$ cat src/rtl/ioguard_pkg.sv
package ioguard_pkg;

  typedef enum logic [1:0] {
    KIND_XIO = 2'd0,
    KIND_VIO = 2'd1,
    KIND_LST = 2'd2,
    KIND_ALT = 2'd3
  } cmdKind_e;

  typedef enum logic [1:0] {
    FC_NONE = 2'd0,
    FC_PRIV = 2'd1,
    FC_RSVD = 2'd2,
    FC_UNUSED = 2'd3
  } faultCode_e;

  typedef enum logic [1:0] {
    GRP_USER  = 2'd0,
    GRP_SPARE = 2'd1,
    GRP_RSVD  = 2'd2,
    GRP_SYS   = 2'd3
  } addrGroup_e;

  // Strobes from the control decision to the output registers
  typedef struct packed {
    logic grant;
    logic claim;
    logic fault;
    logic privErr;
    logic pageOk;
    logic pageDeny;
  } guardStrobes_t;

endpackage

$ cat src/rtl/ioguard_ctrl.sv
module ioguard_ctrl
  import ioguard_pkg::*;
#(
  parameter int ADDR_W  = 16,
  parameter int STATE_W = 4
) (
  input  logic               clk,
  input  logic               rstN,
  input  logic               cmdValid,
  input  logic [ADDR_W-1:0]  cmdAddr,
  input  logic [1:0]         cmdKind,
  input  logic [STATE_W-1:0] procState,
  input  logic               pageValid,
  input  logic [STATE_W-1:0] pageKey,
  output guardStrobes_t      strobes
);

  localparam int OFF_W      = ADDR_W - 1;
  localparam int NUM_RANGES = 7;
  localparam logic [STATE_W-1:0] SHARED_KEY = '1;

  // Non-overlapping offset windows; anything outside them is a user command
  localparam int RANGE_LO [NUM_RANGES] = '{'h2000, 'h2100, 'h3000, 'h4000, 'h4100, 'h4D00, 'h5300};
  localparam int RANGE_HI [NUM_RANGES] = '{'h20FF, 'h2FFF, 'h3FFF, 'h40FF, 'h4CFF, 'h52FF, 'h7FFF};
  localparam addrGroup_e RANGE_GRP [NUM_RANGES] =
    '{GRP_SYS, GRP_RSVD, GRP_SPARE, GRP_SYS, GRP_RSVD, GRP_SYS, GRP_SPARE};

  logic [OFF_W-1:0]      offset;
  logic [NUM_RANGES-1:0] rangeHit;
  addrGroup_e            group;
  logic                  privileged;
  logic                  pageMatch;

  // direction bit is ignored for classification
  assign offset = cmdAddr[OFF_W-1:0];

  for (genvar i = 0; i < NUM_RANGES; i++) begin : gRange
    assign rangeHit[i] = (int'(offset) >= RANGE_LO[i]) && (int'(offset) <= RANGE_HI[i]);
  end

  always_comb begin
    group = GRP_USER;
    for (int i = 0; i < NUM_RANGES; i++) begin
      if (rangeHit[i]) group = RANGE_GRP[i];
    end
  end

  assign privileged = (procState == '0);
  assign pageMatch  = privileged || (pageKey == procState) || (pageKey == SHARED_KEY);

  always_comb begin
    strobes = '0;
    if (cmdValid) begin
      if (!privileged) begin
        strobes.fault   = 1'b1;
        strobes.privErr = 1'b1;
      end else if (cmdKind_e'(cmdKind) == KIND_LST) begin
        strobes.grant = 1'b1;
      end else begin
        unique case (group)
          GRP_RSVD: strobes.fault = 1'b1;
          GRP_SYS:  strobes.claim = 1'b1;
          default:  strobes.grant = 1'b1;
        endcase
      end
    end
    if (pageValid) begin
      strobes.pageOk   = pageMatch;
      strobes.pageDeny = !pageMatch;
    end
  end

  // the decision names at most one outcome
  assert_one_outcome_R8: assert property (@(posedge clk) disable iff (!rstN)
    $onehot0({strobes.grant, strobes.claim, strobes.fault}));

  // a zero state is never denied a page
  assert_state0_page_R10: assert property (@(posedge clk) disable iff (!rstN)
    (pageValid && procState == '0) |-> !strobes.pageDeny);

  // a reserved-address fault needs supervisor state and an address command
  assert_rsvd_needs_s0_R3: assert property (@(posedge clk) disable iff (!rstN)
    (strobes.fault && !strobes.privErr) |-> (procState == '0 && cmdKind != 2'd2));

endmodule

$ cat src/rtl/ioguard_dp.sv
module ioguard_dp
  import ioguard_pkg::*;
(
  input  logic          clk,
  input  logic          rstN,
  input  guardStrobes_t strobes,
  output logic          ioGrant,
  output logic          ioClaim,
  output logic          ioFault,
  output logic [1:0]    faultCode,
  output logic          pageGrant,
  output logic          protFault
);

  faultCode_e codeNext;

  always_comb begin
    codeNext = FC_NONE;
    if (strobes.fault) codeNext = strobes.privErr ? FC_PRIV : FC_RSVD;
  end

  always_ff @(posedge clk or negedge rstN) begin
    if (!rstN) begin
      ioGrant   <= 1'b0;
      ioClaim   <= 1'b0;
      ioFault   <= 1'b0;
      faultCode <= 2'd0;
      pageGrant <= 1'b0;
      protFault <= 1'b0;
    end else begin
      ioGrant   <= strobes.grant;
      ioClaim   <= strobes.claim;
      ioFault   <= strobes.fault;
      faultCode <= 2'(codeNext);
      pageGrant <= strobes.pageOk;
      protFault <= strobes.pageDeny;
    end
  end

  // a code is shown only together with a fault
  assert_code_matches_fault_R9: assert property (@(posedge clk) disable iff (!rstN)
    (ioFault == (faultCode != 2'd0)));

  // the registered outcomes are exclusive
  assert_outputs_exclusive_R8: assert property (@(posedge clk) disable iff (!rstN)
    $onehot0({ioGrant, ioClaim, ioFault}));

  // a page is never both granted and denied
  assert_page_exclusive_R11: assert property (@(posedge clk) disable iff (!rstN)
    !(pageGrant && protFault));

endmodule

$ cat src/rtl/io_cmd_guard.sv
module io_cmd_guard
  import ioguard_pkg::*;
#(
  parameter int ADDR_W  = 16,
  parameter int STATE_W = 4
) (
  input  logic               clk,
  input  logic               rstN,
  input  logic               cmdValid,
  input  logic [ADDR_W-1:0]  cmdAddr,
  input  logic [1:0]         cmdKind,
  input  logic [STATE_W-1:0] procState,
  input  logic               pageValid,
  input  logic [STATE_W-1:0] pageKey,
  output logic               ioGrant,
  output logic               ioClaim,
  output logic               ioFault,
  output logic [1:0]         faultCode,
  output logic               pageGrant,
  output logic               protFault
);

  guardStrobes_t strobes;
  logic          armed;

  ioguard_ctrl #(.ADDR_W(ADDR_W), .STATE_W(STATE_W)) uCtrl (
    .clk       (clk),
    .rstN      (rstN),
    .cmdValid  (cmdValid),
    .cmdAddr   (cmdAddr),
    .cmdKind   (cmdKind),
    .procState (procState),
    .pageValid (pageValid),
    .pageKey   (pageKey),
    .strobes   (strobes)
  );

  ioguard_dp uDp (
    .clk       (clk),
    .rstN      (rstN),
    .strobes   (strobes),
    .ioGrant   (ioGrant),
    .ioClaim   (ioClaim),
    .ioFault   (ioFault),
    .faultCode (faultCode),
    .pageGrant (pageGrant),
    .protFault (protFault)
  );

  // marks that one full cycle has elapsed since reset, so $past is meaningful
  always_ff @(posedge clk or negedge rstN) begin
    if (!rstN) armed <= 1'b0;
    else       armed <= 1'b1;
  end

  // a user-state command is always a privilege fault one cycle later
  assert_priv_fault_R2: assert property (@(posedge clk) disable iff (!rstN)
    (armed && $past(cmdValid && procState != '0)) |-> (ioFault && faultCode == 2'd1));

  // no outcome without a command in the previous cycle
  assert_idle_quiet_R8: assert property (@(posedge clk) disable iff (!rstN)
    (armed && !$past(cmdValid)) |-> !(ioGrant || ioClaim || ioFault));

  // state zero always obtains its page
  assert_page_state0_R10: assert property (@(posedge clk) disable iff (!rstN)
    (armed && $past(pageValid && procState == '0)) |-> pageGrant);

  // page outputs only follow page requests
  assert_page_isolated_R12: assert property (@(posedge clk) disable iff (!rstN)
    (armed && !$past(pageValid)) |-> !(pageGrant || protFault));

endmodule

$ cat config.mk
export PLATFORM = sky130hd
export DESIGN_NAME = io_cmd_guard
export DESIGN_NICKNAME = d
export VERILOG_FILES = /design/src/rtl/ioguard_pkg.sv /design/src/rtl/ioguard_ctrl.sv /design/src/rtl/ioguard_dp.sv /design/src/rtl/io_cmd_guard.sv
export SDC_FILE = /design/constraint.sdc
export NUM_CORES = 1
export LEC_CHECK = 0
export BUFFER_PORTS_ARGS = -buffer_cell sky130_fd_sc_hd__buf_2
export CAP_MARGIN = 20
export CELL_PAD_IN_SITES_DETAIL_PLACEMENT = 0
export CELL_PAD_IN_SITES_GLOBAL_PLACEMENT = 1
export CORE_MARGIN = 2
export CORE_UTILIZATION = 25
export DETAILED_ROUTE_END_ITERATION = 16
export HOLD_SLACK_MARGIN = 0.02
export PLACE_DENSITY = 0.79
export SYNTH_ARGS = -nofsm -noshare
export SYNTH_HDL_FRONTEND = slang
export SYNTH_SLANG_ARGS = --single-unit
$ cat constraint.sdc
create_clock -name clk -period 0.8 [get_ports clk]
set_input_delay 0.04 -clock clk [delete_from_list [all_inputs] [get_ports clk]]
set_output_delay 0.04 -clock clk [all_outputs]
set_load 0.1 [all_outputs]
==> impl_metrics.json <==
{
  "cts.clk_slew.worst_paths_ps": 50,
  "synth_top_area_share_pct": 44.7,
  "coreArea_um2": 1490,
  "max_freq_mhz": 1160,
  "grt_pass1_vias": 390,
  "synth_edf_count": 0,
  "synth-seq-area-share_pct": 44.7,
  "grt_max_degree": 8,
  "finalSetupViolations": 7,
  "critPathRequiredTime_ps": 760,
  "critPathKind": "register to output port",
  "p_leak_nw": 0.361,
  "cp_slowest_cell": "dfrtp_2",
  "syn2layout_area_growth_pct": 97.8,
  "fin_nets": 105,
  "cp_top_family": "flip-flops",
  "antenna_cells": 0,
  "report.final.slew_viol_count": 0,
  "rsz0062_at_grt": "true",
  "vias": 403,
  "syn_area_um2": 392,
  "drive_gt1_share_pct": 67.6,
  "grt_pass1_wl_um": 1390,
  "ys.flop_type": "dfrtp_1",
  "max_slew_margin_pct": 82.6,
  "ys_async_sr_fraction_pct": 100,
  "crit_path_start_kind": "register",
  "cts_setup_buffers": 0,
  "portBuffers": 27,
  "worstPathCellList": "buf_12",
  "post-route-period-util_pct": 107,
  "drtAntennaViolNets": 0,
  "synth.most_common_cell": "dfrtp_1",
  "worstMarginPinSlew_ps": 259,
  "synth_area_per_cell_um2": 11.2,
  "cts_tree": "built",
  "via_per_inst": 4.48,
  "cts.sinks": 7,
  "num_rows": 14,
  "wl_um": 837,
  "drtPass1Iterations": 2,
  "ir_worst_vdd_mv": 0.413,
  "end_kind": "output port",
  "drc": 0,
  "yosys.area.top_type": "dfrtp_1",
  "path_buf_inv": 1,
  "hold_path_class": "input port to register",
  "antenna_found_initial": 0,
  "netlist_instances": 35,
  "ys_ff_latch": 7,
  "die_h_um": 43.6,
  "hold_viol_final": 0,
  "ys.warnings.count": 0,
  "yosysUniqueCellTypes": 20,
  "post-route-worst-setup-slack_ps": -58.9,
  "die-area_um2": 1900,
  "gp_congestion": 0.690,
  "io_pins": 37,
  "yosys-top-cells-area": "dfrtp_1, xnor2_1, a2111oi_4",
  "synth_commonest_cells": "dfrtp_1, xnor2_1, inv_1",
  "power_per_cell_area_nw_per_um2": 1370,
  "min_period_ps": 859,
  "grt_util_all_layers_pct": 9.97,
  "drtIter0Drc": 4,
  "violations": "negative setup slack",
  "htreeDepth": 1,
  "crit_fanout": 1,
  "wire_per_inst_um": 9.30,
  "holdWs_ps": 59.5,
  "grt-ovfl-total": 0,
  "cts_buffer_depth": 2,
  "cts-root-buf": "clkbuf_4",
  "cts_made_buffers": 3,
  "final_util_pct": 52.0,
  "syn-num-nets": 65,
  "die_w_um": 43.6,
  "total_power_w": 0.00106,
  "cap_violations": 0,
  "initial_core_util_pct": 26.3,
  "cpPeakStageDelay_ps": 410,
  "arrival_ps": 820,
  "outcome": "complete, but fails checks"
}
[placed cells by master (no fill, tap or decap)]
cell	netlist	routed
o21ai_0	1	1
nor3_1	1	1
a2111oi_4	1	1
buf_2	0	20
nand2_1	2	2
o31ai_2	0	1
clkbuf_1	0	1
dfrtp_2	0	7
nor2b_1	2	2
a41o_1	1	1
and2_1	1	1
dlygate4sd3_1	0	2
clkbuf_4	0	3
o211a_1	1	1
nor3b_2	0	1
a41oi_1	1	1
o22ai_2	1	1
xnor2_1	4	4
buf_12	0	7
nor4_2	0	2
nand2b_4	1	1
a21oi_1	1	1
nand2b_1	2	2
buf_4	0	6
o22ai_1	1	1
inv_1	3	3
[report_power, final]
group,internal (W),switching (W),leakage (nW),total [W]
Sequential,0.000372,0.0000118,0.0813,0.000384
Combinational,0.000163,0.000205,0.264,0.000368
Clock,0.000190,0.000121,0.0150,0.000311
Total,0.000725,0.000338,0.361,0.00106
[path summary, 6_finish.rpt]
kind / from / end / depth (start not counted)
worst max-delay path: uDp.pageGrant / pageGrant / 1
worst min-delay path: cmdValid / uDp.faultCode[0] / 3
max in group asynchronous: rstN / uDp.faultCode[1] / 2
min in group asynchronous: rstN / uDp.ioFault / 2
[cell families after synthesis]
logic type / Yosys count / synth area share [%]
and+or+nand+nor: 12 / 19.8
AOI/OAI and AO/OA: 9 / 23.6
DFF: 7 / 44.7
xor gates and xnor gates: 4 / 8.94
buffers and inverters: 3 / 2.88
[layout make-up]
cell class	instances	area (µm²)
inverter	3	11.3
timing repair buffer	35	305
tap	16	20.0
fill	128	714
multi-input combinational	25	228
sequential	7	184
clock buffer	4	26.3
[repair_timing]
action	in CTS	in global routing
endpoints found under the setup margin	7	9
pin swaps	0	1
hold buffers	2	0
gates resized for setup	0	3
hold endpoints to repair	8	0
[per-stage QoR]
| stage | std cells | area (µm²) | setup WS, ps | setup TNS (ps) |
|---|---|---|---|---|
| CTS | 90 | 758 | -70.0 | -475 |
| global route | 90 | 774 | -92.7 | -619 |
| finish | 90 | 774 | -58.9 | -408 |
| detailed placement | 84 | 712 | -229 | -947 |
| global placement | 84 | 712 | -215 | -928 |
| floorplan | 35 | 407 | -7.42 | -7.42 |
[metal layers]
| layer | track usage [%] | wire, µm | vias to the layer above |
|---|---|---|---|
| li1 | - | - | 205 |
| met1 | 11.0 | 341 | 179 |
| met2 | 17.4 | 446 | 19 |
| met3 | 1.25 | 49 | 0 |
| met4 | 7.27 | 0 | 0 |
| met5 | 0 | 0 | - |
[sequential cells by signal (all words and copies together) (netlist names)]
register and flops:
uDp.protFault 1, uDp.faultCode 2, uDp.ioGrant 1, uDp.ioFault 1, uDp.ioClaim 1, uDp.pageGrant 1
[worst min-delay path, cell delays in order]
cell      delay (ps)
buf_2            100
nand2b_1          80
inv_1             50
No activity file was read; power rests on OpenSTA's default activity.
